[config.mk]
export PLATFORM = sky130hd
export DESIGN_NAME = task_sequencer
export DESIGN_NICKNAME = d
export VERILOG_FILES = /design/src/rtl/task_seq_pkg.sv /design/src/rtl/chain_stepper.sv /design/src/rtl/fan_join.sv /design/src/rtl/repeat_ctrl.sv /design/src/rtl/task_sequencer.sv
export SDC_FILE = /design/constraint.sdc
export NUM_CORES = 1
export LEC_CHECK = 0
export CORE_UTILIZATION = 47
export CTS_CLUSTER_DIAMETER = 60
export DETAILED_ROUTE_END_ITERATION = 12
export DONT_BUFFER_PORTS = 1
export HOLD_SLACK_MARGIN = 0.1
export SYNTH_ARGS = -nofsm -noshare
export SYNTH_HDL_FRONTEND = slang
export SYNTH_HIERARCHICAL = 1
export SYNTH_SLANG_ARGS = --single-unit
[constraint.sdc]
create_clock -name clk -period 3.4 [get_ports clk]
set_clock_uncertainty 0.2 [all_clocks]
set_input_delay 0.68 -clock clk [delete_from_list [all_inputs] [get_ports clk]]
set_output_delay 0.68 -clock clk [all_outputs]
set_load 0.005 [all_outputs]
[src/rtl/task_seq_pkg.sv]
package task_seq_pkg;

  typedef enum logic [1:0] {
    MODE_CHAIN  = 2'b00,
    MODE_FAN    = 2'b01,
    MODE_REPEAT = 2'b10,
    MODE_NONE   = 2'b11
  } comp_mode_e;

endpackage

[src/rtl/chain_stepper.sv]
// Chain composition: an encoded step counter, 0 = idle,
// k = child k-1 launched and awaited.
module chain_stepper #(
  parameter int N_TASKS = 4
) (
  input  logic               clk,
  input  logic               rst,
  input  logic               launch,
  input  logic               settled,
  input  logic [N_TASKS-1:0] done_i,
  output logic [N_TASKS-1:0] fire,
  output logic               busy
);
  localparam int PW = $clog2(N_TASKS + 1);

  logic [PW-1:0] step_q, step_d;

  always_comb begin
    fire   = '0;
    step_d = step_q;
    if (launch) begin
      fire[0] = 1'b1;
      step_d  = PW'(1);
    end else if (settled) begin
      // Steps 1 .. N-1: the previous child is done, so launch the next one.
      for (int k = 1; k < N_TASKS; k++) begin
        if (step_q == PW'(k) && done_i[k-1]) begin
          fire[k] = 1'b1;
          step_d  = PW'(k + 1);
        end
      end
      // Final step: wait for the last child before returning to idle.
      if (step_q == PW'(N_TASKS) && done_i[N_TASKS-1]) begin
        step_d = '0;
      end
    end
  end

  always_ff @(posedge clk) begin
    if (rst) step_q <= '0;
    else     step_q <= step_d;
  end

  assign busy = (step_q != '0);
endmodule

[src/rtl/fan_join.sv]
// Fan composition: launch all children together, join on the AND of dones.
module fan_join #(
  parameter int N_TASKS = 4
) (
  input  logic               clk,
  input  logic               rst,
  input  logic               launch,
  input  logic               settled,
  input  logic [N_TASKS-1:0] done_i,
  output logic [N_TASKS-1:0] fire,
  output logic               busy
);
  logic busy_q;

  assign fire = launch ? '1 : '0;
  assign busy = busy_q;

  always_ff @(posedge clk) begin
    if (rst)                           busy_q <= 1'b0;
    else if (launch)                   busy_q <= 1'b1;
    else if (busy_q && settled && &done_i) busy_q <= 1'b0;
  end
endmodule

[src/rtl/repeat_ctrl.sv]
// Repeat composition: rerun one child while the predicate holds.
module repeat_ctrl (
  input  logic clk,
  input  logic rst,
  input  logic launch,
  input  logic settled,
  input  logic pred,
  input  logic body_done,
  output logic fire,
  output logic busy
);
  logic busy_q, busy_d;
  logic retest;

  assign retest = busy_q && settled && body_done;

  always_comb begin
    fire   = 1'b0;
    busy_d = busy_q;
    if (launch || retest) begin
      fire   = pred;
      busy_d = pred;
    end
  end

  always_ff @(posedge clk) begin
    if (rst) busy_q <= 1'b0;
    else     busy_q <= busy_d;
  end

  assign busy = busy_q;
endmodule

[src/rtl/task_sequencer.sv]
module task_sequencer
  import task_seq_pkg::*;
#(
  parameter int N_TASKS = 4
) (
  input  logic               clk,
  input  logic               rst,
  input  logic               go_i,
  input  logic [1:0]         mode_i,
  input  logic               pred_i,
  input  logic [N_TASKS-1:0] task_done_i,
  output logic [N_TASKS-1:0] task_start_o,
  output logic               done_o
);
  logic [N_TASKS-1:0] start_q, start_d;
  comp_mode_e         mode_q, sel_mode, req_mode;
  logic               accept, settled;
  logic               chain_busy, fan_busy, rep_busy;
  logic [N_TASKS-1:0] chain_fire, fan_fire;
  logic               rep_fire;

  assign req_mode = comp_mode_e'(mode_i);
  assign done_o   = !(chain_busy || fan_busy || rep_busy);
  assign accept   = go_i && done_o && (req_mode != MODE_NONE);
  // A done level is trusted only when no start pulse is on the wires.
  assign settled  = ~|start_q;
  assign sel_mode = accept ? req_mode : mode_q;

  chain_stepper #(.N_TASKS(N_TASKS)) u_chain (
    .clk(clk), .rst(rst),
    .launch(accept && req_mode == MODE_CHAIN),
    .settled(settled), .done_i(task_done_i),
    .fire(chain_fire), .busy(chain_busy)
  );

  fan_join #(.N_TASKS(N_TASKS)) u_fan (
    .clk(clk), .rst(rst),
    .launch(accept && req_mode == MODE_FAN),
    .settled(settled), .done_i(task_done_i),
    .fire(fan_fire), .busy(fan_busy)
  );

  repeat_ctrl u_rep (
    .clk(clk), .rst(rst),
    .launch(accept && req_mode == MODE_REPEAT),
    .settled(settled), .pred(pred_i), .body_done(task_done_i[0]),
    .fire(rep_fire), .busy(rep_busy)
  );

  always_comb begin
    case (sel_mode)
      MODE_CHAIN:  start_d = chain_fire;
      MODE_FAN:    start_d = fan_fire;
      MODE_REPEAT: start_d = N_TASKS'(rep_fire);
      default:     start_d = '0;
    endcase
  end

  always_ff @(posedge clk) begin
    if (rst) begin
      start_q <= '0;
      mode_q  <= MODE_NONE;
    end else begin
      start_q <= start_d;
      if (accept) mode_q <= req_mode;
    end
  end

  assign task_start_o = start_q;
endmodule

==> metrics.md <==
| Metric | Value |
|---|---|
| Status | finished clean |
| Worst Path Required | 3.41 ns |
| Slew Viols, Final | 0 |
| Max Fclk | 0.367 GHz |
| Cell Area, Synth | 683 um^2 |
| Fin nets | 91 |
| Layout cells sized above 1 | 16.3% |
| Worst Max-Slew Pin Slew | 0.560 ns |
| Antenna violations before repair | 0 |
| First-pass GRT wire length | 2.27 mm |
| CP Buf/Inv Count | 0 |
| Fillers | 141 |
| Vias per cell | 6.07 |
| Crit path capture type | register |
| Root Buffer | clkbuf_4 |
| Max incr delay on CP | 0.53 ns |
| # setup viols final | 0 |
| Cts repair resizes | 0 |
| Critical path startpoint category | register |
| Die ar. | 1610 um^2 |
| Netlist cell types | 34 |
| Number of synthesized flops with an enable pin | 0 |
| Post-CTS setup buffers | 0 |
| Power per cell area | 403 nW/um^2 |
| R2R cell count | 9 |
| Total core area | 1330 um^2 |
| Detailed placer's ending HPWL | 1.07 mm |
| Final hold slack | 0.289 ns |
| Critical R2R Launch | u_chain/step_q[0] |
| Hold depth | 1 |
| Via count | 577 |
| Hold path start | rst |
| Io pins | 15 |
| Most used DFF post-synth | dfxtp_1 |
| Detailed-router iteration count before antenna repair | 4 |
| Synthesis Warnings | 6 |
| Initial detailed-routing violation count | 9 |
| Post-DRT Antenna Nets | 0 |
| DRC | 0 |
| # hold bufs at CTS | 0 |
| Final core utilization | 52.1% |
| Rel. slew slack | 62.4% |
| Area growth, synth to finish | 1.65% |
| # rows | 13 |
| GR Overflow Total | 0 |
| Fin crit share | 80.2% |
| Syn avg cell area | 8.54 um^2 |
| Cell family with most CP delay | simple AND/OR/NAND/NOR gates |
| Total track usage | 22.3% |
| GPL Wtd Cong | 0.803 |
| Synthesized flop and latch total | 11 |
| Leakage | 0.237 nW |
| Crit path DAT | 2.73 ns |
| WL/cell | 14.7 um |
| CP cell instances | or3_2, nor4b_2, nand2_1, nor2_1, a31oi_1, nor2b_1, o21ai_1, o211ai_1, o2bb2ai_1 |
| Slowest-stage cell, CP | or3_2 |
| Multi-input gate area | 399 um^2 |
| Fin. Hold Viols | 0 |
| Num CTS Buffers | 3 |
| Worst-path clk slew | 0.07 ns |
| DIE WIDTH | 40.1 um |
| Net Count, Synth | 90 |
| PortBufs | 0 |
| R2R setup slack | 0.67 ns |
| Area after detailed placement | 668 um^2 |
| Register area share after synthesis | 32.2% |
| Aggregate negative setup slack | 0 ns |
| Routed WL | 1.39 mm |
| RSZ-0062 raised after global routing | no |
| Vias in the first global route | 541 |
| Maximum number of pins on one net before global-route repair | 10 |
| Clock Latency Late Sink | 0.27 ns |
| Synthesized instance count | 80 |
| Sequential cell area | 220 um^2 |
| DIE HEIGHT | 40.1 um |
| Initial Util | 51.2% |
| Worst Hold Class | primary input to register |
| Clock Path Buffers | 2 |
| Maximum vdd drop | 0.257 mV |
| Hold EP | u_chain/step_q[0] |
| Fraction of registers with async set/reset | 0% |
| Crit Path Max Fanout | 7 |
| Worst Path Class, Setup | register to register |
| CTS H-tree lvls | 1 |
| Post-Place Cells | 91 |
| Final non-filler cell total | 95 |
| # Max-Cap Violations | 0 |
| Final min period | 2.73 ns |
| Ant. Diodes | 0 |
| CTS sink cnt | 11 |
| CTS tree | yes |
| Layout Cell Area excl Fill | 694 um^2 |
| Critical R2R Capture | task_start_o[0] |
-- final cells by class --
cell class,instances,area share (%)
repair buffers,2,2.16
inverters,4,2.16
well taps,15,2.70
flip-flops and latches,11,31.7
clock buffers,4,3.78
multi-input cells,59,57.5
-- per-layer routing --
| layer | vias to the layer above | track usage [%] | wire length, um |
|---|---|---|---|
| li1 | 296 | - | - |
| met1 | 265 | 29.0 | 667 |
| met2 | 14 | 33.1 | 616 |
| met3 | 2 | 8.89 | 96 |
| met4 | 0 | 7.76 | 13 |
| met5 | - | 0 | 0 |
-- flip-flops by register name, indices dropped and copies added (netlist names) --
name	flops
mode_q	2
task_start_o	4
u_chain/step_q	3
u_fan/busy	1
u_rep/busy	1
-- worst max-delay path by stage --
stage	start	endpoint	slack, ns	cells after the start
floorplan	u_chain/step_q[0]	task_start_o[0]	0.66	9
global placement	u_chain/step_q[0]	task_start_o[0]	0.69	9
detailed placement	u_chain/step_q[0]	task_start_o[0]	0.66	9
CTS	u_chain/step_q[0]	task_start_o[0]	0.65	9
global route	u_chain/step_q[0]	task_start_o[0]	0.37	9
finish	u_chain/step_q[0]	task_start_o[0]	0.67	9
-- where the power goes --
part | internal (mW) | switching (mW)
registers | 0.135 | 0.00594
clock network | 0.0453 | 0.0423
logic | 0.0223 | 0.0298
total | 0.202 | 0.0780
-- placed cells by master (no fill, tap or decap), types with 3 or more instances in the layout --
master	netlist	final
o21ai_0	3	3
nor3_1	4	4
clkbuf_4	0	3
inv_1	4	4
dfxtp_1	11	11
nor2_1	4	4
a31oi_1	4	4
nand3_1	6	6
nor4_1	3	3
a21oi_1	8	8
-- per-stage QoR --
step | total power, mW | setup WS [ns]
3_3_place_gp | 0.195 | 0.686
4_1_cts | 0.284 | 0.649
2_1_floorplan | 0.192 | 0.664
5_1_grt | 0.300 | 0.371
6_report | 0.280 | 0.672
3_5_place_dp | 0.195 | 0.661
-- cell usage after synthesis (2+ instances only) --
cell      n  area [um^2]
nor2b_1   2         12.5
o21ai_1   2         10.0
nor2_1    4         15.0
nand3_1   6         30.0
nand2_1   2         7.51
buf_4     5         37.5
o21ai_0   3         15.0
dfxtp_1  11          220
nor2_4    2         22.5
a21oi_1   8         40.0
nor4_1    3         18.8
a31oi_1   4         25.0
inv_1     4         15.0
nor3_1    4         20.0
-- cell families (layout without fill, tap and decap cells) --
logic type	after synthesis	count (layout)	synth area share [%]
flops	11	11	32.2
compound gates	27	27	26.9
simple gates	32	32	31.5
buf+inv	10	10	9.34
Note: power is estimated with default switching activity, not from simulation.
